**config.mk**
```make
export PLATFORM = sky130hd
export DESIGN_NAME = tern_xbar
export DESIGN_NICKNAME = d
export VERILOG_FILES = /design/src/rtl/tern_pkg.sv /design/src/rtl/tern_mux2.sv /design/src/rtl/tern_mux_tree.sv /design/src/rtl/xbar_cfg_regs.sv /design/src/rtl/tern_xbar.sv
export SDC_FILE = /design/constraint.sdc
export NUM_CORES = 1
export LEC_CHECK = 0
export BUFFER_PORTS_ARGS = -buffer_cell sky130_fd_sc_hd__buf_2
export CORE_MARGIN = 2
export CORE_UTILIZATION = 54
export CTS_CLUSTER_SIZE = 16
export DETAILED_ROUTE_END_ITERATION = 16
export MAX_ROUTING_LAYER = met4
export PLACE_DENSITY = 0.81
export SYNTH_ARGS = -nofsm -noshare
export SYNTH_HDL_FRONTEND = slang
export SYNTH_HIERARCHICAL = 1
export SYNTH_SLANG_ARGS = --single-unit
```
**constraint.sdc**
```tcl
create_clock -name clk -period 2.3 [get_ports clk]
set_input_delay 0.46 -clock clk [delete_from_list [all_inputs] [get_ports clk]]
set_output_delay 0.46 -clock clk [all_outputs]
set_load 0.1 [all_outputs]
```
**src/rtl/tern_pkg.sv**
```systemverilog
`timescale 1ns/1ps
// Shared symbol coding for the ternary switch.
// Assumes 2-bit codes; the spacer code is all zeros so that a reset
// value of zero is a legal idle line.
package tern_pkg;
    localparam int unsigned SYM_W = 2;
    typedef logic [SYM_W-1:0] tsym_t;
    localparam tsym_t SYM_SPACER  = 2'b00;
    localparam tsym_t SYM_LOW     = 2'b01;
    localparam tsym_t SYM_HIGH    = 2'b10;
    localparam tsym_t SYM_INVALID = 2'b11;
endpackage

```
**src/rtl/tern_mux2.sv**
```systemverilog
`timescale 1ns/1ps
// Two-way selector for one coded symbol.
// Assumes the symbol is opaque: every code, middle values included,
// is passed without change.
module tern_mux2 #(
    parameter int unsigned W = 2
) (
    input  logic [W-1:0] a,
    input  logic [W-1:0] b,
    input  logic         sel,
    output logic [W-1:0] y
);
    // pick b when sel is set, otherwise a
    always_comb begin
        y = sel ? b : a;
    end
endmodule

```
**src/rtl/tern_mux_tree.sv**
```systemverilog
`timescale 1ns/1ps
// Binary tree of two-way selectors picking one of 2**SEL_W symbols.
// Assumes sel is stable for the cycle; the root uses the select MSB.
// Each level consumes one select bit; the default builds three selectors.
module tern_mux_tree #(
    parameter int unsigned SEL_W = 2,
    parameter int unsigned W     = 2
) (
    input  logic [(1<<SEL_W)*W-1:0] din,
    input  logic [SEL_W-1:0]        sel,
    output logic [W-1:0]            dout
);
    localparam int unsigned NIN   = 1 << SEL_W;
    localparam int unsigned NNODE = 2*NIN - 1;

    logic [W-1:0] node [NNODE];

    genvar k, d, j;
    // leaves: one per input, stored after the internal nodes
    generate
        for (k = 0; k < NIN; k++) begin : g_leaf
            assign node[NIN-1+k] = din[k*W +: W];
        end
        // internal nodes: depth d uses select bit SEL_W-1-d
        for (d = 0; d < SEL_W; d++) begin : g_lvl
            for (j = 0; j < (1 << d); j++) begin : g_node
                localparam int unsigned IDX = (1 << d) - 1 + j;
                tern_mux2 #(.W(W)) u_m2 (
                    .a  (node[2*IDX+1]),
                    .b  (node[2*IDX+2]),
                    .sel(sel[SEL_W-1-d]),
                    .y  (node[IDX])
                );
            end
        end
    endgenerate

    assign dout = node[0];
endmodule

```
**src/rtl/xbar_cfg_regs.sv**
```systemverilog
`timescale 1ns/1ps
// Per-output connection store for the crossbar.
// A strobed write updates only the named output; the others keep
// their selection. live marks outputs written since reset.
module xbar_cfg_regs #(
    parameter int unsigned SEL_W = 2
) (
    input  logic                         clk,
    input  logic                         rst_n,
    input  logic                         wr_en,
    input  logic [SEL_W-1:0]             wr_port,
    input  logic [SEL_W-1:0]             wr_src,
    output logic [(1<<SEL_W)*SEL_W-1:0]  sel_flat,
    output logic [(1<<SEL_W)-1:0]        live
);
    localparam int unsigned NOUT = 1 << SEL_W;

    genvar o;
    generate
        for (o = 0; o < NOUT; o++) begin : g_out
            // hold this output's selection until a write names it
            always_ff @(posedge clk) begin
                if (!rst_n) begin
                    sel_flat[o*SEL_W +: SEL_W] <= '0;
                    live[o]                    <= 1'b0;
                end else if (wr_en && (wr_port == SEL_W'(o))) begin
                    sel_flat[o*SEL_W +: SEL_W] <= wr_src;
                    live[o]                    <= 1'b1;
                end
            end
        end
    endgenerate
endmodule

```
**src/rtl/tern_xbar.sv**
```systemverilog
`timescale 1ns/1ps
// Four-by-four (by default) crossbar for coded ternary symbols.
// Each output has its own selector tree and an output register, so all
// paths have one cycle of latency. Unconfigured outputs send spacer.
// Assumes symbols are opaque and are never decoded here.
module tern_xbar #(
    parameter int unsigned SEL_W = 2,
    parameter int unsigned SYM_W = tern_pkg::SYM_W
) (
    input  logic                         clk,
    input  logic                         rst_n,
    input  logic [(1<<SEL_W)*SYM_W-1:0]  in_sym,
    input  logic                         cfg_we,
    input  logic [SEL_W-1:0]             cfg_port,
    input  logic [SEL_W-1:0]             cfg_src,
    output logic [(1<<SEL_W)*SYM_W-1:0]  out_sym
);
    localparam int unsigned NPORT = 1 << SEL_W;
    localparam logic [SYM_W-1:0] SPACER = SYM_W'(tern_pkg::SYM_SPACER);

    logic [NPORT*SEL_W-1:0] sel_flat;
    logic [NPORT-1:0]       live;

    xbar_cfg_regs #(.SEL_W(SEL_W)) u_cfg (
        .clk     (clk),
        .rst_n   (rst_n),
        .wr_en   (cfg_we),
        .wr_port (cfg_port),
        .wr_src  (cfg_src),
        .sel_flat(sel_flat),
        .live    (live)
    );

    genvar o;
    generate
        for (o = 0; o < NPORT; o++) begin : g_out
            logic [SYM_W-1:0] picked;

            tern_mux_tree #(.SEL_W(SEL_W), .W(SYM_W)) u_tree (
                .din (in_sym),
                .sel (sel_flat[o*SEL_W +: SEL_W]),
                .dout(picked)
            );

            // register the selected symbol, or spacer while unconfigured
            always_ff @(posedge clk) begin
                if (!rst_n) begin
                    out_sym[o*SYM_W +: SYM_W] <= SPACER;
                end else begin
                    out_sym[o*SYM_W +: SYM_W] <= live[o] ? picked : SPACER;
                end
            end
        end
    endgenerate
endmodule

```
* Yosys cells after proc, flatten, opt, wreduce, memory -nomap -nowiden
Index checks and enable logic that the tools add are counted.
Cells by class: reduce and logical (&&, ||, !) cells 9, muxes and demuxes 12, equality and inequality tests 3
Operators with widths (count):
- 2-bit 2-to-1 mux | 12
- 2-bit AND reduction | 4
- 2-bit equality test (second input constant) | 2
- 1-bit logical AND | 4
- 2-bit by 1-bit equality test with 1-bit output (second input constant) | 1
- 2-bit logical NOT | 1
Word-level totals: input port bits 15, flip-flop bits (word level) 20, logic and storage cells 36, output and inout bits 8

* Depth between registers and ports, before layout
Gate-level depths: netlist (run 1).
depth in word-level cells 2, depth in mapped cells 3, depth with buffers taken out 3

* Cells and area by module
The synthesis (run 1) kept the hierarchy.
Modules (own cells, without submodules):
- xbar_cfg_regs | times used 1, area each 442.9 um^2, cells each 42
- tern_mux2 | times used 12, area each 22.5 um^2, cells each 2
- tern_xbar | times used 1, area each 210.2 um^2, cells each 16

* Worst setup path before layout (run 1)
No wires, ideal clock.
kind reg-to-output, start reg out_sym[0], end out out_sym[0], arrival time 0.909 ns, setup slack 0.931 ns, required time 1.840 ns, stages on the path, launching flop included 1, cells stage by stage dfxtp_1
RTL lines:
- start: declaration | RTL line tern_xbar.sv:16 | output logic [(1<<SEL_W)*SYM_W-1:0] out_sym
- start signal: indexed assignment | RTL line tern_xbar.sv:50 | out_sym[o*SYM_W +: SYM_W] <= live[o] ? picked : SPACER;
No word-level cell between the ends.

* Final worst setup path (run 1)
start reg out_sym[6], end out out_sym[6]
No word-level cell between the ends.

==> results of run 1 <==
synth_stat cells:
cell	instances
and3_1	8
nand2_1	10
inv_1	3
a21boi_0	3
nand3b_1	2
mux2i_1	8
nand3_1	1
nor3b_4	1
buf_2	1
dfxtp_1	20
mux2_2	24
o21a_1	1
state kept, by name, summed over array words and instances, names as in the netlist:
register	cells
u_cfg/live	4
out_sym	8
u_cfg/sel_flat	8
power by group through the flow:
stage | clock network [mW] | registers [mW] | logic [mW]
global route | 0.213 | 0.370 | 0.110
detailed placement | 0 | 0.376 | 0.102
floorplan | 0 | 0.394 | 0.0496
CTS | 0.200 | 0.368 | 0.102
finish | 0.198 | 0.368 | 0.102
global placement | 0 | 0.375 | 0.0981
kinds of logic (layout without fill, tap and decap cells):
| kind of cell | count (synthesis) | count (layout) | share of synthesized area [%] |
|---|---|---|---|
| compound gates | 4 | 4 | 3.25 |
| flops | 20 | 20 | 43.4 |
| buf+inv | 4 | 29 | 1.76 |
| mux | 32 | 32 | 37.9 |
| simple gates | 22 | 22 | 13.7 |
path summary, 6_finish.rpt:
path,from,to,slack [ns],depth (start not counted)
setup / recovery,out_sym[6],out_sym[6],0.79,1
setup reg to reg,u_cfg/sel_flat[0],out_sym[0],0.93,3
hold / removal,u_cfg/live[1],u_cfg/live[1],0.49,2
hold reg to reg,u_cfg/live[1],u_cfg/live[1],0.49,2
metal layers:
layer  track usage [%]  share of wire [%]  wire, um
met1              22.9                 45       809
met2              35.4                 48       867
met5                 -                  0         0
met4              10.6                1.7        31
met3              5.20                5.3        96
layout make-up:
cell class / instances / area, um^2
Inverter: 3 / 11.3
Sequential cell: 20 / 400
Clock buffer: 4 / 36.3
Fill cell: 118 / 474
Tap cell: 16 / 20.0
Multi-Input combinational cell: 58 / 507
Timing Repair Buffer: 22 / 110
metrics by stage:
stage	utilization, %	hold slack [ns]
6_report	69.6	0.488
4_1_cts	69.6	0.486
3_5_place_dp	67.3	0.471
3_3_place_gp	67.3	0.457
5_1_grt	69.6	0.504
2_1_floorplan	-	0.440
placed cells by master, fill, tap and decap left out, types with 2 or more instances in the layout:
cell,Yosys,routed
mux2_2,24,24
buf_2,1,22
dfxtp_1,20,20
nand2_1,10,10
and3_1,8,8
mux2i_1,8,8
clkbuf_4,0,3
inv_1,3,3
a21boi_0,3,3
nand3b_1,2,2
==> results.tsv, run 1 <==
metric	value	unit
netlist_area	923	um^2
yosysUniqueCellTypes	12	
switching_share	24.9	%
tightest_slew	0.489	ns
synth_top_area_cell	dfxtp_1	
cp_slowest_cell	buf_2	
coreArea	0.00156	mm^2
insertion_delay	0.29	ns
p_switching	0.166	mW
grt.total_usage	21.1	%
seqPwrFrac	55.1	%
ys_ff_latch	20	
io_pins	23	
wirelength	1800	um
p_int	0.502	mW
place_congestion	0.822	
start_util	59.2	%
synth_nets	97	
antenna_found_initial	0	
worst_slack	0.792	ns
die_area	0.00206	mm^2
route.vias.total	668	
min_path_type	reg -> reg	
synth_top_area_share	43.4	%
finalNonFillerCells	123	
min_period	1.51	ns
fp.dieH	45.4	um
io_buffers	22	
cts.clk_slew.worst_paths	0.11	ns
endpoint_kind	primary output	
critPathBufInv	1	
dpl.hpwl	1400	um
syn_inst	82	
clk_path_buf_depth	2	
nets	123	
route.detailed.drc	0	
cp_max_fo	1	
routedWlPerCell	14.7	um
syn_to_final_growth	17.5	%
crit_family	buffers and inverters	
path_class	reg -> out	
p_leak	0.510	nW
pwr-share-clk	29.7	%
finalSetupTns	0	ns
fmax	0.663	GHz
h-tree-depth	1	
rows	14	
grt_pass1_vias	698	
cp.required	1.84	ns
hold_buffers	0	
max_cap_violations	0	
slew-limit-headroom	67.6	%
skew	0.00763	ns
power	0.668	mW
status	finished, final reports clean	
rsz0062_at_grt	false	
worstPathCellList	buf_2	
cts_root_buf	clkbuf_4	
dr.pass1.iters	4	
grt_overflow	0	
ant_nets	0	
slowest_delay	0.42	ns
ys_warn_count	6	
maxSlewViolCount	0	
antenna_cells	0	
post_cts_resized	0	
synth_area_leaders	dfxtp_1, mux2_2, mux2i_1, and3_1, nand2_1	
start_kind	flip-flop	
tritoncts.num_buffers	3	
combPwrFrac	15.3	%
power_density	616	mW/mm^2
postPlaceCellArea	0.00105	mm^2
ir_drop	0.368	mV
hold_viol	0	
clkSinkCount	20	
via_per_inst	5.43	
grt_pass1_wl	2930	um
post_cts_buffers	0	
place_ws	0.884	ns
synth_area_per_cell	11.3	um^2
fin_area	0.00108	mm^2
drive_above_1_share	47.7	%
finalSetupViolCount	0	
yosysSeqAreaShare	43.4	%
dp.cells	119	
drt_iter0_drc	7	
cts_tree	yes	
crit_arrival	1.05	ns
timing.final.crit_share	65.6	%
chipWidth	45.4	um
grt_max_degree	23	
Note: power is estimated with default switching activity, not from simulation.
==> inputs of run 2 (changes only) <==
Settings changed: CORE_UTILIZATION 54 to 45, PLACE_DENSITY 0.81 to 0.72.
Clock period 2.3 ns to 1.3 ns, I/O delays scaled along.
==> results.tsv, run 2 (same netlist as run 1, synthesis figures left out) <==
metric	value	unit
tritoncts.num_buffers	3	
p_leak	0.515	nW
endpoint_kind	flip-flop	
slew-limit-headroom	79.2	%
finalSetupTns	0	ns
final_cell_mix	mux2_2, dfxtp_1, buf_2	
route.detailed.drc	0	
rsz0062_at_grt	false	
status	finished, final reports clean	
antenna_found_initial	0	
io_pins	23	
place_congestion	0.735	
maxSlewViolCount	0	
cp_max_fo	5	
ir_drop	0.726	mV
cp.required	1.50	ns
clkSinkCount	20	
drt_iter0_drc	9	
hold_viol	0	
cts.clk_slew.worst_paths	0.10	ns
route.vias.total	658	
rows	16	
grt_overflow	0	
tightest_slew	0.311	ns
fmax	0.800	GHz
min_path_type	in -> reg	
timing.final.crit_share	96.2	%
top_regs	out_sym x8, u_cfg/sel_flat x8, u_cfg/live x4	
grt_max_degree	23	
io_buffers	22	
start_kind	flip-flop	
grt.total_usage	15.8	%
ant_nets	0	
antenna_cells	0	
grt_pass1_wl	2890	um
post_cts_buffers	0	
drive_above_1_share	51.4	%
crit_arrival	1.45	ns
cts_root_buf	clkbuf_4	
min_period	1.25	ns
max_cap_violations	0	
skew	0.00311	ns
h-tree-depth	1	
coreArea	0.00194	mm^2
cts_tree	yes	
path_class	reg -> reg	
via_per_inst	4.91	
nets	123	
final_common_cell	mux2_2	
syn_to_final_growth	24.0	%
start_util	47.6	%
chipWidth	49.3	um
clk_path_buf_depth	2	
fp.dieH	49.3	um
finalSetupViolCount	0	
dr.pass1.iters	4	
grt_pass1_vias	673	
wirelength	1650	um
die_area	0.00243	mm^2
power_density	1030	mW/mm^2
power	1.18	mW
insertion_delay	0.29	ns
routedWlPerCell	12.3	um
## run 2: repair_timing
action	CTS	global route
resized for setup	6	8
endpoints found under the setup margin	10	8
hold buffers	0	0
## run 2: layout make-up
| class | count | area [um^2] |
|---|---|---|
| clock buffer | 4 | 36.3 |
| fill | 179 | 797 |
| timing repair buffer | 22 | 143 |
| multi-input combinational | 58 | 510 |
| sequential | 20 | 410 |
| inverter | 3 | 11.3 |
| tap | 27 | 33.8 |
## run 2: worst paths after layout
path / start / endpoint / slack [ns] / depth (start not counted)
worst max-delay path: u_cfg/sel_flat[6] / out_sym[7] / 0.05 / 3
worst min-delay path: cfg_src[1] / u_cfg/sel_flat[5] / 0.28 / 3
worst max register to register: u_cfg/sel_flat[6] / out_sym[7] / 0.05 / 3
worst min register to register: u_cfg/live[3] / u_cfg/live[3] / 0.48 / 2
## run 2: layer usage
metal | wire (um) | part of all wire [%] | GRT usage (%)
met1 | 845 | 51 | 21.2
met3 | 68 | 4.1 | 3.07
met2 | 719 | 44 | 22.3
met4 | 14 | 0.85 | 8.57
met5 | 0 | 0 | -
## run 2: worst max-delay path, stage by stage, from the launching register on
cell     delay, ns
dfxtp_2       0.39
mux2_2        0.34
mux2_2        0.26
and3_1        0.17
## run 2: where the power goes
group	internal, mW	leakage, nW	switching [mW]
Sequential	0.631	0.165	0.0172
Clock	0.171	0.0210	0.175
Combinational	0.0893	0.329	0.0955
## run 2: per-stage QoR
stage          hold slack, ns  utilization (%)  setup WS (ns)  instances  cell area, um^2
2_1_floorplan           0.406                -         0.0621         82              923
3_3_place_gp            0.456             55.5         0.0107        130             1080
3_5_place_dp            0.462             55.5        -0.0184        130             1080
4_1_cts                 0.277             57.9       0.000339        134             1120
5_1_grt                 0.290             59.0        0.00283        134             1140
6_report                0.283             59.0         0.0498        134             1140
==> inputs of run 3 (changes only) <==
Settings changed: CELL_PAD_IN_SITES_DETAIL_PLACEMENT from default to 0, CELL_PAD_IN_SITES_GLOBAL_PLACEMENT from default to 1, CORE_UTILIZATION 45 to 35, PLACE_DENSITY 0.72 to default, PLACE_DENSITY_LB_ADDON from default to 0.1.
==> results.tsv, run 3 (same netlist as run 1, synthesis figures left out) <==
metric	value	unit
wirelength	1920	um
rows	18	
slowest_delay	0.39	ns
dr.pass1.iters	4	
final_cell_mix	mux2_2, dfxtp_1, buf_2	
coreArea	0.00250	mm^2
drt_iter0_drc	4	
ir_drop	0.636	mV
place_ws	-0.0116	ns
start_kind	flip-flop	
nets	123	
antenna_found_initial	0	
cp_common_cell	mux2_2	
cts_tree	yes	
cp_max_fo	5	
route.vias.total	675	
fmax	0.805	GHz
io_buffers	22	
crit_family	multiplexers	
insertion_delay	0.30	ns
route.detailed.drc	0	
grt_max_degree	23	
use_met3	5.85	%
clk_path_buf_depth	2	
ant_nets	0	
cp.required	1.50	ns
dpl.hpwl	1480	um
crit_arrival	1.45	ns
grt.total_usage	14.1	%
rsz0062_at_grt	false	
grt_overflow	0	
hold_buffers	0	
slew-limit-headroom	78.2	%
p_leak	0.534	nW
start_util	36.9	%
finalSetupViolCount	0	
grt_pass1_wl	3200	um
fp.dieH	55.4	um
via_per_inst	4.93	
cp_slowest_cell	dfxtp_2	
min_period	1.24	ns
final_common_cell	mux2_2	
power_density	977	mW/mm^2
post_cts_buffers	0	
endpoint_kind	flip-flop	
routedWlPerCell	14.0	um
min_path_type	in -> reg	
syn_to_final_growth	33.5	%
antenna_cells	0	
hold_viol	0	
critPathBufInv	0	
h-tree-depth	1	
path_class	reg -> reg	
die_area	0.00307	mm^2
grt_pass1_vias	671	
skew	0.00202	ns
drive_above_1_share	51.4	%
tritoncts.num_buffers	3	
power	1.20	mW
status	finished, final reports clean	
max_cap_violations	0	
maxSlewViolCount	0	
cts.clk_slew.worst_paths	0.11	ns
worst_slack	0.0571	ns
globalRouteMet1Util	17.6	%
tightest_slew	0.327	ns
grt_busiest_layer	met2	
place_congestion	0.747	
top_regs	out_sym x8, u_cfg/sel_flat x8, u_cfg/live x4	
chipWidth	55.4	um
global_route.usage.met2	21.3	%
timing.final.crit_share	95.6	%
worstPathCellList	mux2_2 > mux2_2 > and3_1	
clkSinkCount	20	
cts_root_buf	clkbuf_4	
io_pins	23	
-- run 3: final cells by class --
| cell class | count | area [um^2] |
|---|---|---|
| fillers | 220 | 1270 |
| multi-input cells | 58 | 507 |
| flip-flops and latches | 20 | 410 |
| clock buffers | 4 | 36.3 |
| repair buffers | 22 | 230 |
| well taps | 30 | 37.5 |
| inverters | 3 | 11.3 |
-- run 3: layer usage --
metal	vias up	share of wire, %
li1	344	-
met4	0	0.78
met3	2	5.7
met1	308	49
met2	21	45
met5	-	0
-- run 3: timing repair --
action	in CTS	in global routing
pin swaps	0	0
endpoints found under the setup margin	6	4
gates resized for setup	3	3
-- run 3: tightest hold or removal path, stage by stage --
cell and delay, ns:
buf_2 0.10, nand2_1 0.12, mux2i_1 0.08
-- run 3: final timing paths --
check	slack, ns	startpoint	to	cells after the start
hold reg to reg	0.47	u_cfg/live[2]	u_cfg/live[2]	2
setup reg to reg	0.06	u_cfg/sel_flat[6]	out_sym[6]	3
hold / removal	0.29	cfg_src[0]	u_cfg/sel_flat[0]	3
setup / recovery	0.06	u_cfg/sel_flat[6]	out_sym[6]	3
-- run 3: through the flow --
step                      cell area, um^2  hold WS, ns  utilization, %  std cells  setup TNS (ns)
after floorplan                       923        0.406               -         82               0
after global routing                 1230        0.276            49.3        137               0
after global placement               1190        0.450            47.4        133               0
after detailed placement             1190        0.459            47.4        133         -0.0197
after CTS                            1230        0.278            49.0        137               0
final                                1230        0.288            49.3        137               0
-- run 3: power by group --
part / internal [mW] / total, mW / leakage (nW) / switching (mW)
registers: 0.631 / 0.650 / 0.165 / 0.0186
logic: 0.0998 / 0.199 / 0.348 / 0.0994
clock network: 0.171 / 0.355 / 0.0210 / 0.184
